**config.mk**
```make
export PLATFORM = sky130hd
export DESIGN_NAME = ssr_readout
export DESIGN_NICKNAME = d
export VERILOG_FILES = /design/src/rtl/ssr_pkg.sv /design/src/rtl/ssr_edge_det.sv /design/src/rtl/ssr_ctrl.sv /design/src/rtl/ssr_shifter.sv /design/src/rtl/ssr_readout.sv
export SDC_FILE = /design/constraint.sdc
export NUM_CORES = 1
export LEC_CHECK = 0
export ABC_AREA = 1
export BUFFER_PORTS_ARGS = -buffer_cell sky130_fd_sc_hd__buf_2
export CORE_MARGIN = 1.5
export CORE_UTILIZATION = 43
export DETAILED_ROUTE_END_ITERATION = 7
export PLACE_DENSITY = 0.67
export SYNTH_ARGS = -nofsm -noshare
export SYNTH_HDL_FRONTEND = slang
export SYNTH_SLANG_ARGS = --single-unit
export TNS_END_PERCENT = 100
```
**constraint.sdc**
```tcl
create_clock -name clk -period 0.9 [get_ports clk]
set_input_delay 0.18 -clock clk [delete_from_list [all_inputs] [get_ports clk]]
set_output_delay 0.18 -clock clk [all_outputs]
set_load 0.02 [all_outputs]
```
**src/rtl/ssr_pkg.sv**
```systemverilog
package ssr_pkg;

    typedef enum logic [1:0] {
        OP_HOLD  = 2'd0,
        OP_LOAD  = 2'd1,
        OP_SHIFT = 2'd2
    } ssr_op_e;

endpackage

```
**src/rtl/ssr_edge_det.sv**
```systemverilog
module ssr_edge_det (
    input  logic clk,
    input  logic rst_n,
    input  logic sig_in,
    output logic level_q,
    output logic rise
);

    typedef struct packed {
        logic level;
    } edge_state_t;

    edge_state_t st_d, st_q;

    always_comb begin
        st_d       = st_q;
        st_d.level = sig_in;
    end

    always_ff @(posedge clk or negedge rst_n) begin
        if (!rst_n) st_q <= '0;
        else        st_q <= st_d;
    end

    assign level_q = st_q.level;
    assign rise    = sig_in & ~st_q.level;

endmodule

```
**src/rtl/ssr_ctrl.sv**
```systemverilog
module ssr_ctrl
    import ssr_pkg::*;
(
    input  logic    load_n,
    input  logic    sclk_rise,
    output ssr_op_e op
);

    always_comb begin
        if (!load_n)        op = OP_LOAD;
        else if (sclk_rise) op = OP_SHIFT;
        else                op = OP_HOLD;
    end

endmodule

```
**src/rtl/ssr_shifter.sv**
```systemverilog
module ssr_shifter
    import ssr_pkg::*;
#(
    parameter int W = 12
) (
    input  logic         clk,
    input  logic         rst_n,
    input  ssr_op_e      op,
    input  logic [W-1:0] par,
    output logic [W-1:0] word_q
);

    localparam int TOP = W - 1;

    typedef struct packed {
        logic [TOP:0] word;
    } shift_state_t;

    shift_state_t st_d, st_q;

    always_comb begin
        st_d = st_q;
        case (op)
            OP_LOAD:  st_d.word = par;
            OP_SHIFT: st_d.word = {st_q.word[TOP-1:0], 1'b0};
            default:  st_d.word = st_q.word;
        endcase
    end

    always_ff @(posedge clk or negedge rst_n) begin
        if (!rst_n) st_q <= '0;
        else        st_q <= st_d;
    end

    assign word_q = st_q.word;

endmodule

```
**src/rtl/ssr_readout.sv**
```systemverilog
module ssr_readout
    import ssr_pkg::*;
#(
    parameter int W = 12
) (
    input  logic         clk,
    input  logic         rst_n,
    input  logic         load_n,
    input  logic         sclk,
    input  logic [W-1:0] par_word,
    output logic         sdo
);

    logic         sclk_prev;
    logic         sclk_rise;
    ssr_op_e      op;
    logic [W-1:0] word_q;

    ssr_edge_det u_edge (
        .clk     (clk),
        .rst_n   (rst_n),
        .sig_in  (sclk),
        .level_q (sclk_prev),
        .rise    (sclk_rise)
    );

    ssr_ctrl u_ctrl (
        .load_n    (load_n),
        .sclk_rise (sclk_rise),
        .op        (op)
    );

    ssr_shifter #(.W(W)) u_shift (
        .clk    (clk),
        .rst_n  (rst_n),
        .op     (op),
        .par    (par_word),
        .word_q (word_q)
    );

    assign sdo = word_q[W-1];

endmodule

```
Yosys cells after proc, flatten, opt, wreduce, memory -nomap -nowiden --
Index checks and enable logic that the tools add are counted.
Word-level totals: memory bits (writable) 0, bits in registers 13, ROM bits 0, memories kept 0, output and inout bits 1, input port bits 16, latch bits 0
Cells by class: equality and inequality tests 2, $lt $le $gt $ge 0, $add $sub $neg 0, bitwise gates (word level) 2, shift operators 0, div/mod/pow operators 0, muxes and demuxes 3, reduce and logical (&&, ||, !) cells 1, multipliers 0
Operators by type and width (number):
- one-hot mux 12 bit (2 select lines) | 1
- 2-to-1 mux 2 bit | 2
- == test 2 x 1 -> 1 bit (second input constant) | 1
- == test 2 bit (second input constant) | 1
- nonzero test 2 bit | 1
- bitwise AND 1 bit | 1
- inverter 1 bit | 1

Longest topological paths before layout --
Gate-level depths: netlist of the first run.
word-level depth 6, mapped depth 5, gate-level depth less buffers 4

Cells and area by module --
Synthesis of the first run repeated with hierarchy kept, for this count alone.
Second synthesis, totals: cells, all modules 105, area, all modules 714.4 um2
Modules (own cells, without submodules):
- ssr_shifter | area each 668.1 um2, times used 1, cells each 99
- ssr_edge_det | area each 35.0 um2, times used 1, cells each 3
- ssr_ctrl | area each 11.3 um2, times used 1, cells each 3

Worst setup path after synthesis of the first run --
Ideal clock, no wire load.
path type register to register, start reg u_edge.st_q, in the netlist u_edge.level_q, end reg u_shift.st_q, in the netlist u_shift.word_q[11], period minus slack after synthesis 879 ps, required time 775 ps, library setup time 125 ps, slack 21 ps, stages on the path, launching flop included 6, data arrival time 754 ps, path through dfrtp_1 inv_1 nand2_1 buf_2 nand3_1 nand3_1
Between the ends: cells in the longest elaborated chain, start to end 6, elaborated cells between the ends (all ways) 8
Ends and longest elaborated chain:
- from (decl) | line ssr_edge_det.sv:13 | edge_state_t st_d, st_q;
- from (signal assigned) | line ssr_edge_det.sv:22 | else st_q <= st_d;
- inverter 1 bit (*) | line ssr_edge_det.sv:26 | assign rise = sig_in & ~st_q.level;
- bitwise AND 1 bit (*) | line ssr_edge_det.sv:26
- 2-to-1 mux 2 bit (*) | line ssr_ctrl.sv:11 | else if (sclk_rise) op = OP_SHIFT;
- 2-to-1 mux 2 bit (*) | line ssr_ctrl.sv:10 | if (!load_n) op = OP_LOAD;
- == test 2 bit / == test 2 x 1 -> 1 bit (equally long branches) | line ssr_shifter.sv:23 | case (op)
- one-hot mux 12 bit (2 select lines) / nonzero test 2 bit (equally long branches)
- to (signal assigned) | line ssr_shifter.sv:32 | else st_q <= st_d;
- to (decl) | line ssr_shifter.sv:19 | shift_state_t st_d, st_q;
Every way passes the cells marked *; elsewhere a longest branch is shown, timed or not. A chain may end at the register's enable or synchronous reset.

Worst setup path in the final report of the first run --
start reg u_shift.st_q, in the netlist u_shift.word_q[11], end out sdo
RTL lines:
- to (decl) | line ssr_readout.sv:11 | output logic sdo
No word-level cell between the ends.

==> results.yml, run 1 <==
global_route:
  grt_pass1_wl_um: 1860
  track_usage_pct: 18.0
  grt_antenna_before_repair: 0
  grt_max_degree: 14
  grt.overflow.total: 0
  grt_pass1_vias: 424
timing:
  worst_clock_skew_ps: 6.39
  fin_crit_sh_pct: 109
  clock.fmax_mhz: 1020
  report.final.slew_viol_count: 0
  hold_viol: 0
  fin_ws_ps: -85.1
  slew_headroom_pct: 79.9
  min_period_ps: 985
  setup_violations: 1
  rsz0062_at_grt: "yes"
  tightest_slew_ps: 301
clocking:
  clk_path_buf_depth: 2
  cts-root-buf: "clkbuf_4"
  clk_latency_ps: 280
  cts_tree: "done"
  htreeDepth: 1
  clkSinkCount: 13
  clk_pin_slew_worst_paths_ps: 80
  cts_buffers: 3
final_layout:
  synthToLayoutAreaGrowth_pct: 28.3
  final_nets: 108
  utilization_pct: 59.8
  n_antenna_cell: 0
  instances_no_fill: 106
  final_layout_size_suffix_gt1_share_pct: 34.1
power_and_ir_drop:
  power_density_nw_per_um2: 1600
  leakagePower_nw: 0.400
  p_comb_share_pct: 17.2
  ir_drop_mv: 0.752
  p_switching_w: 0.000357
  clockPowerShare_pct: 29.5
  intPower_w: 0.000905
  p_sw_share_pct: 28.3
  p_seq_share_pct: 53.3
worst_setup_path:
  critPathMaxFanout: 2
  cp_top_family: "flip-flops"
  worstSetupStartpoint: "u_shift.word_q[11]"
  worstSetupEndpointType: "output port"
  cp-start-kind: "register"
  critical_path.max_stage_delay_ps: 390
  worstReg2RegStart: "u_edge.level_q"
  worstPathCellList: "buf_6"
  arrival_ps: 810
  critical_path_buf_inv_count: 1
  slowest_stage: "dfrtp_1"
  path_class: "register to output port"
  worstPathRequired_ps: 720
outcome:
  status: "finished with violations"
  violations: "negative setup slack"
detailed_routing:
  drtIter0Drc: 18
  first_pass_iters: 4
  postRouteAntennaNets: 0
  routed-via-count: 592
  drt_wl_total_um: 1390
  viasPerCell: 5.58
  route.detailed.drc: 0
  wl_per_cell_um: 13.1
synthesis:
  synthesis.nets: 85
  syn-instance-count: 69
  syn_avg_cell_area_um2: 8.90
  yosysUniqueCellTypes: 9
  yosysWarnings: 0
  ys_seq_area_share_pct: 53.0
  syn_area_um2: 614
  synth.ff_latch_count: 13
place:
  place.detailed.hpwl_um: 850
  gp_congestion: 0.694
  portBuffers: 16
  dp_cells: 98
worst_hold_path:
  hold_path.class: "primary input to register"
  worstHoldStart: "par_word[0]"
floorplanning:
  start_util_pct: 46.6
  die_area_um2: 1660
  die_w_um: 40.8
  fp.dieH_um: 40.8
  pin_count: 17
  rows: 13
  core_um2: 1320
job:
  maxCapViolations: 0
[power groups by stage]
stage / Clock, W / Combinational [W] / Sequential (W)
6_report: 0.000372 / 0.000218 / 0.000672
5_1_grt: 0.000410 / 0.000245 / 0.000678
4_1_cts: 0.000384 / 0.000199 / 0.000670
3_5_place_dp: 0 / 0.000182 / 0.000682
3_3_place_gp: 0 / 0.000177 / 0.000682
2_1_floorplan: 0 / 0.000109 / 0.000681
[repair_timing]
item                       in CTS  in global routing
setup buffers                   1                  0
hold buffers                    1                  0
hold endpoints to repair       13                  0
setup endpoints to repair      13                 13
pin swaps                       0                  7
cloned                          0                  2
gates resized for setup         3                  7
[synthesized netlist by cell type]
cell | instances | area [µm²]
nand4_1 | 11 | 68.8
nand2_1 | 14 | 52.6
buf_2 | 3 | 15.0
inv_2 | 1 | 3.75
buf_6 | 2 | 22.5
dfrtp_1 | 13 | 325
buf_4 | 1 | 7.51
nand3_1 | 23 | 115
inv_1 | 1 | 3.75
[placed cells by master, fill, tap and decap left out]
master / count
buf_2: 15
nand3_2: 1
nand2_4: 2
dlygate4sd3_1: 1
nand2_1: 13
buf_6: 3
nand3_1: 22
dfrtp_1: 13
nand4_1: 11
clkinv_2: 1
buf_4: 4
clkbuf_4: 3
inv_2: 2
[registers in the layout, indices dropped and copies added, names as in the netlist]
register and count:
u_edge.level_q 1, u_shift.word_q 12
[cells by family (layout without fill, tap and decap cells)]
| group | count (synthesis) | count (layout) | share of synthesized area (%) |
|---|---|---|---|
| and+or+nand+nor | 48 | 49 | 38.5 |
| DFF | 13 | 13 | 53.0 |
| buffers and inverters | 8 | 29 | 8.55 |
[through the flow]
step / TNS (ps) / worst slack, ps / hold WS [ps] / area, µm² / power [W]
after floorplan: 0 / 21.1 / -116 / 614 / 0.000789
after global placement: -506 / -52.2 / 81.8 / 698 / 0.000859
after global routing: -431 / -125 / 107 / 788 / 0.00133
after detailed placement: -1120 / -105 / 87.7 / 698 / 0.000863
final: -85.1 / -85.1 / 102 / 788 / 0.00126
after CTS: -95.1 / -95.1 / 95.4 / 752 / 0.00125
[metal layers]
metal | routed length [µm] | GRT usage [%] | vias up
li1 | - | - | 292
met1 | 639 | 24.8 | 273
met2 | 631 | 25.0 | 25
met3 | 111 | 4.89 | 2
met4 | 10 | 10.0 | 0
met5 | 0 | 0 | -
[worst paths after layout]
path	cells after the start	end	slack [ps]
worst max-delay path	1	sdo	-90
max in group asynchronous	2	u_shift.word_q[0]	360
worst max register to register	4	u_shift.word_q[10]	10
worst min-delay path	3	u_shift.word_q[0]	100
min in group asynchronous	2	u_shift.word_q[6]	300
worst min register to register	2	u_shift.word_q[0]	510
[cell type report]
cell class	instances	area, µm²
clock buffers	3	22.5
clock inverters	1	5.00
fillers	128	529
inverters	2	7.51
multi-input cells	49	260
flip-flops and latches	13	325
well taps	15	18.8
repair buffers	23	149
Note: power is estimated with default switching activity, not from simulation.
==> run 2: changes to the inputs <==
- RECOVER_POWER: not set -> 100
==> run 2 against run 1 <==
The flow still finishes with violations (negative setup slack). Global-route usage stayed put. Worst setup slack better by 2.7 ps. Final area down 0.48%. Register-to-register slack lost 20 ps. Critical path depth is the same. Non-clock buffer count unchanged. Clock-buffer cell count unchanged. Hold slack better by 2.3 ps. Die area did not move. Sequential share of layout area up 0.20 points. Critical endpoint unchanged. Core utilization is 0.28 points lower. Fmax up 0.27%.
==> results.yml, run 2 (synthesis results as in run 1) <==
detailed_routing:
  postRouteAntennaNets: 0
  wl_per_cell_um: 12.8
  route.detailed.drc: 0
  viasPerCell: 5.32
  drt_wl_total_um: 1360
  drtIter0Drc: 18
  routed-via-count: 564
  first_pass_iters: 4
worst_setup_path:
  path_class: "register to output port"
  cp_top_family: "flip-flops"
  worstSetupEndpointType: "output port"
  critPathMaxFanout: 2
  critical_path_buf_inv_count: 1
  cp-start-kind: "register"
  arrival_ps: 800
  worstPathCellList: "buf_6"
  rr_worst_depth: 4
  worstSetupPathDepth: 1
  worstPathRequired_ps: 720
  slowest_stage: "dfrtp_1"
  critical_path.max_stage_delay_ps: 390
final_layout:
  instances_no_fill: 106
  final_layout_size_suffix_gt1_share_pct: 33.0
  stdcell_area_um2: 785
  largest_reg_flops: 12
  final_common_cell: "nand3_1"
  utilization_pct: 59.5
  n_antenna_cell: 0
  final_cell_mix: "nand3_1 (22), buf_2 (14), nand2_1 (13), dfrtp_1 (13), nand4_1 (11)"
  synthToLayoutAreaGrowth_pct: 27.7
  final_nets: 108
global_route:
  grt_util_met3_pct: 4.89
  track_usage_pct: 18.0
  grt_pass1_vias: 424
  grt.met1_usage_pct: 24.8
  grt_antenna_before_repair: 0
  met2_usage_pct: 25.0
  grt_pass1_wl_um: 1860
  grt_busiest_layer: "met2"
  grt_max_degree: 14
  grt.overflow.total: 0
timing:
  tightest_slew_ps: 517
  clock.fmax_mhz: 1020
  setup_violations: 2
  hold_viol: 0
  fin_crit_sh_pct: 109
  min_period_ps: 982
  rsz0062_at_grt: "yes"
  slew_headroom_pct: 65.5
  fin_ws_ps: -82.4
  report.final.slew_viol_count: 0
  worst_clock_skew_ps: 5.90
floorplanning:
  pin_count: 17
  die_w_um: 40.8
  start_util_pct: 46.6
  core_um2: 1320
  die_area_um2: 1660
  rows: 13
  fp.dieH_um: 40.8
place:
  gp_congestion: 0.694
  dpl_worst_slack_ps: -105
  portBuffers: 16
  placed_cell_area_um2: 698
  place.detailed.hpwl_um: 850
  dp_cells: 98
power_and_ir_drop:
  power_w: 0.00125
  ir_drop_mv: 0.744
  leakagePower_nw: 0.396
  power_density_nw_per_um2: 1600
worst_hold_path:
  hold_path.class: "primary input to register"
  hold_depth: 3
outcome:
  status: "finished with violations"
  violations: "negative setup slack"
clocking:
  clk_latency_ps: 280
  htreeDepth: 1
  clk_path_buf_depth: 2
  cts-root-buf: "clkbuf_4"
  clkSinkCount: 13
  cts_tree: "done"
  clk_pin_slew_worst_paths_ps: 80
  cts_buffers: 3
job:
  maxCapViolations: 0
run 2: changes by cell type in the layout (fill, tap and decap cells not counted), sizes merged:
| cell | previous run | this run |
|---|---|---|
| buf | 22 | 20 |
| clkbuf | 3 | 5 |
run 2: routing by layer:
layer	vias up	wire, µm
met2	18	636
met1	254	626
met3	2	84
met5	-	0
met4	0	10
li1	290	-
run 2: stage by stage:
step	hold WS, ps	setup TNS (ps)
after floorplan	-116	0
after global placement	81.8	-506
after detailed placement	87.7	-1120
after CTS	95.4	-95.1
after global routing	107	-574
final	104	-90.0
run 2: repair_timing:
action | 4_1_cts | 5_1_grt
setup buffers | 1 | 0
pin swaps | 0 | 7
resized for setup | 3 | 7
hold buffers | 1 | 0
gates cloned | 0 | 2
endpoints found under the hold margin | 13 | 0
setup endpoints to repair | 13 | 13
run 2: layout make-up:
type,count,area [µm²]
flip-flops and latches,13,325
clock inverters,1,5.00
inverters,2,7.51
clock buffers,3,22.5
well taps,15,18.8
multi-input cells,49,260
repair buffers,23,145
fillers,129,533
run 2: path summary, 6_finish.rpt:
kind,from,end,slack [ps]
worst max-delay path,u_shift.word_q[11],sdo,-80
worst max register to register,u_edge.level_q,u_shift.word_q[10],-10
worst min register to register,u_shift.word_q[0],u_shift.word_q[0],510
max in group asynchronous,rst_n,u_shift.word_q[0],330
min in group asynchronous,rst_n,u_shift.word_q[6],320
worst min-delay path,par_word[0],u_shift.word_q[0],100
run 2: where the power goes:
group	internal [W]	switching [W]
registers	0.000641	0.0000316
logic	0.0000975	0.000117
clock network	0.000165	0.000202
run 2: worst reg2reg max path, delay by kind of cell, from the launching register on:
family,cells,cell delay (ps)
buf+inv,2,270
simple gates,2,200
flops,1,380
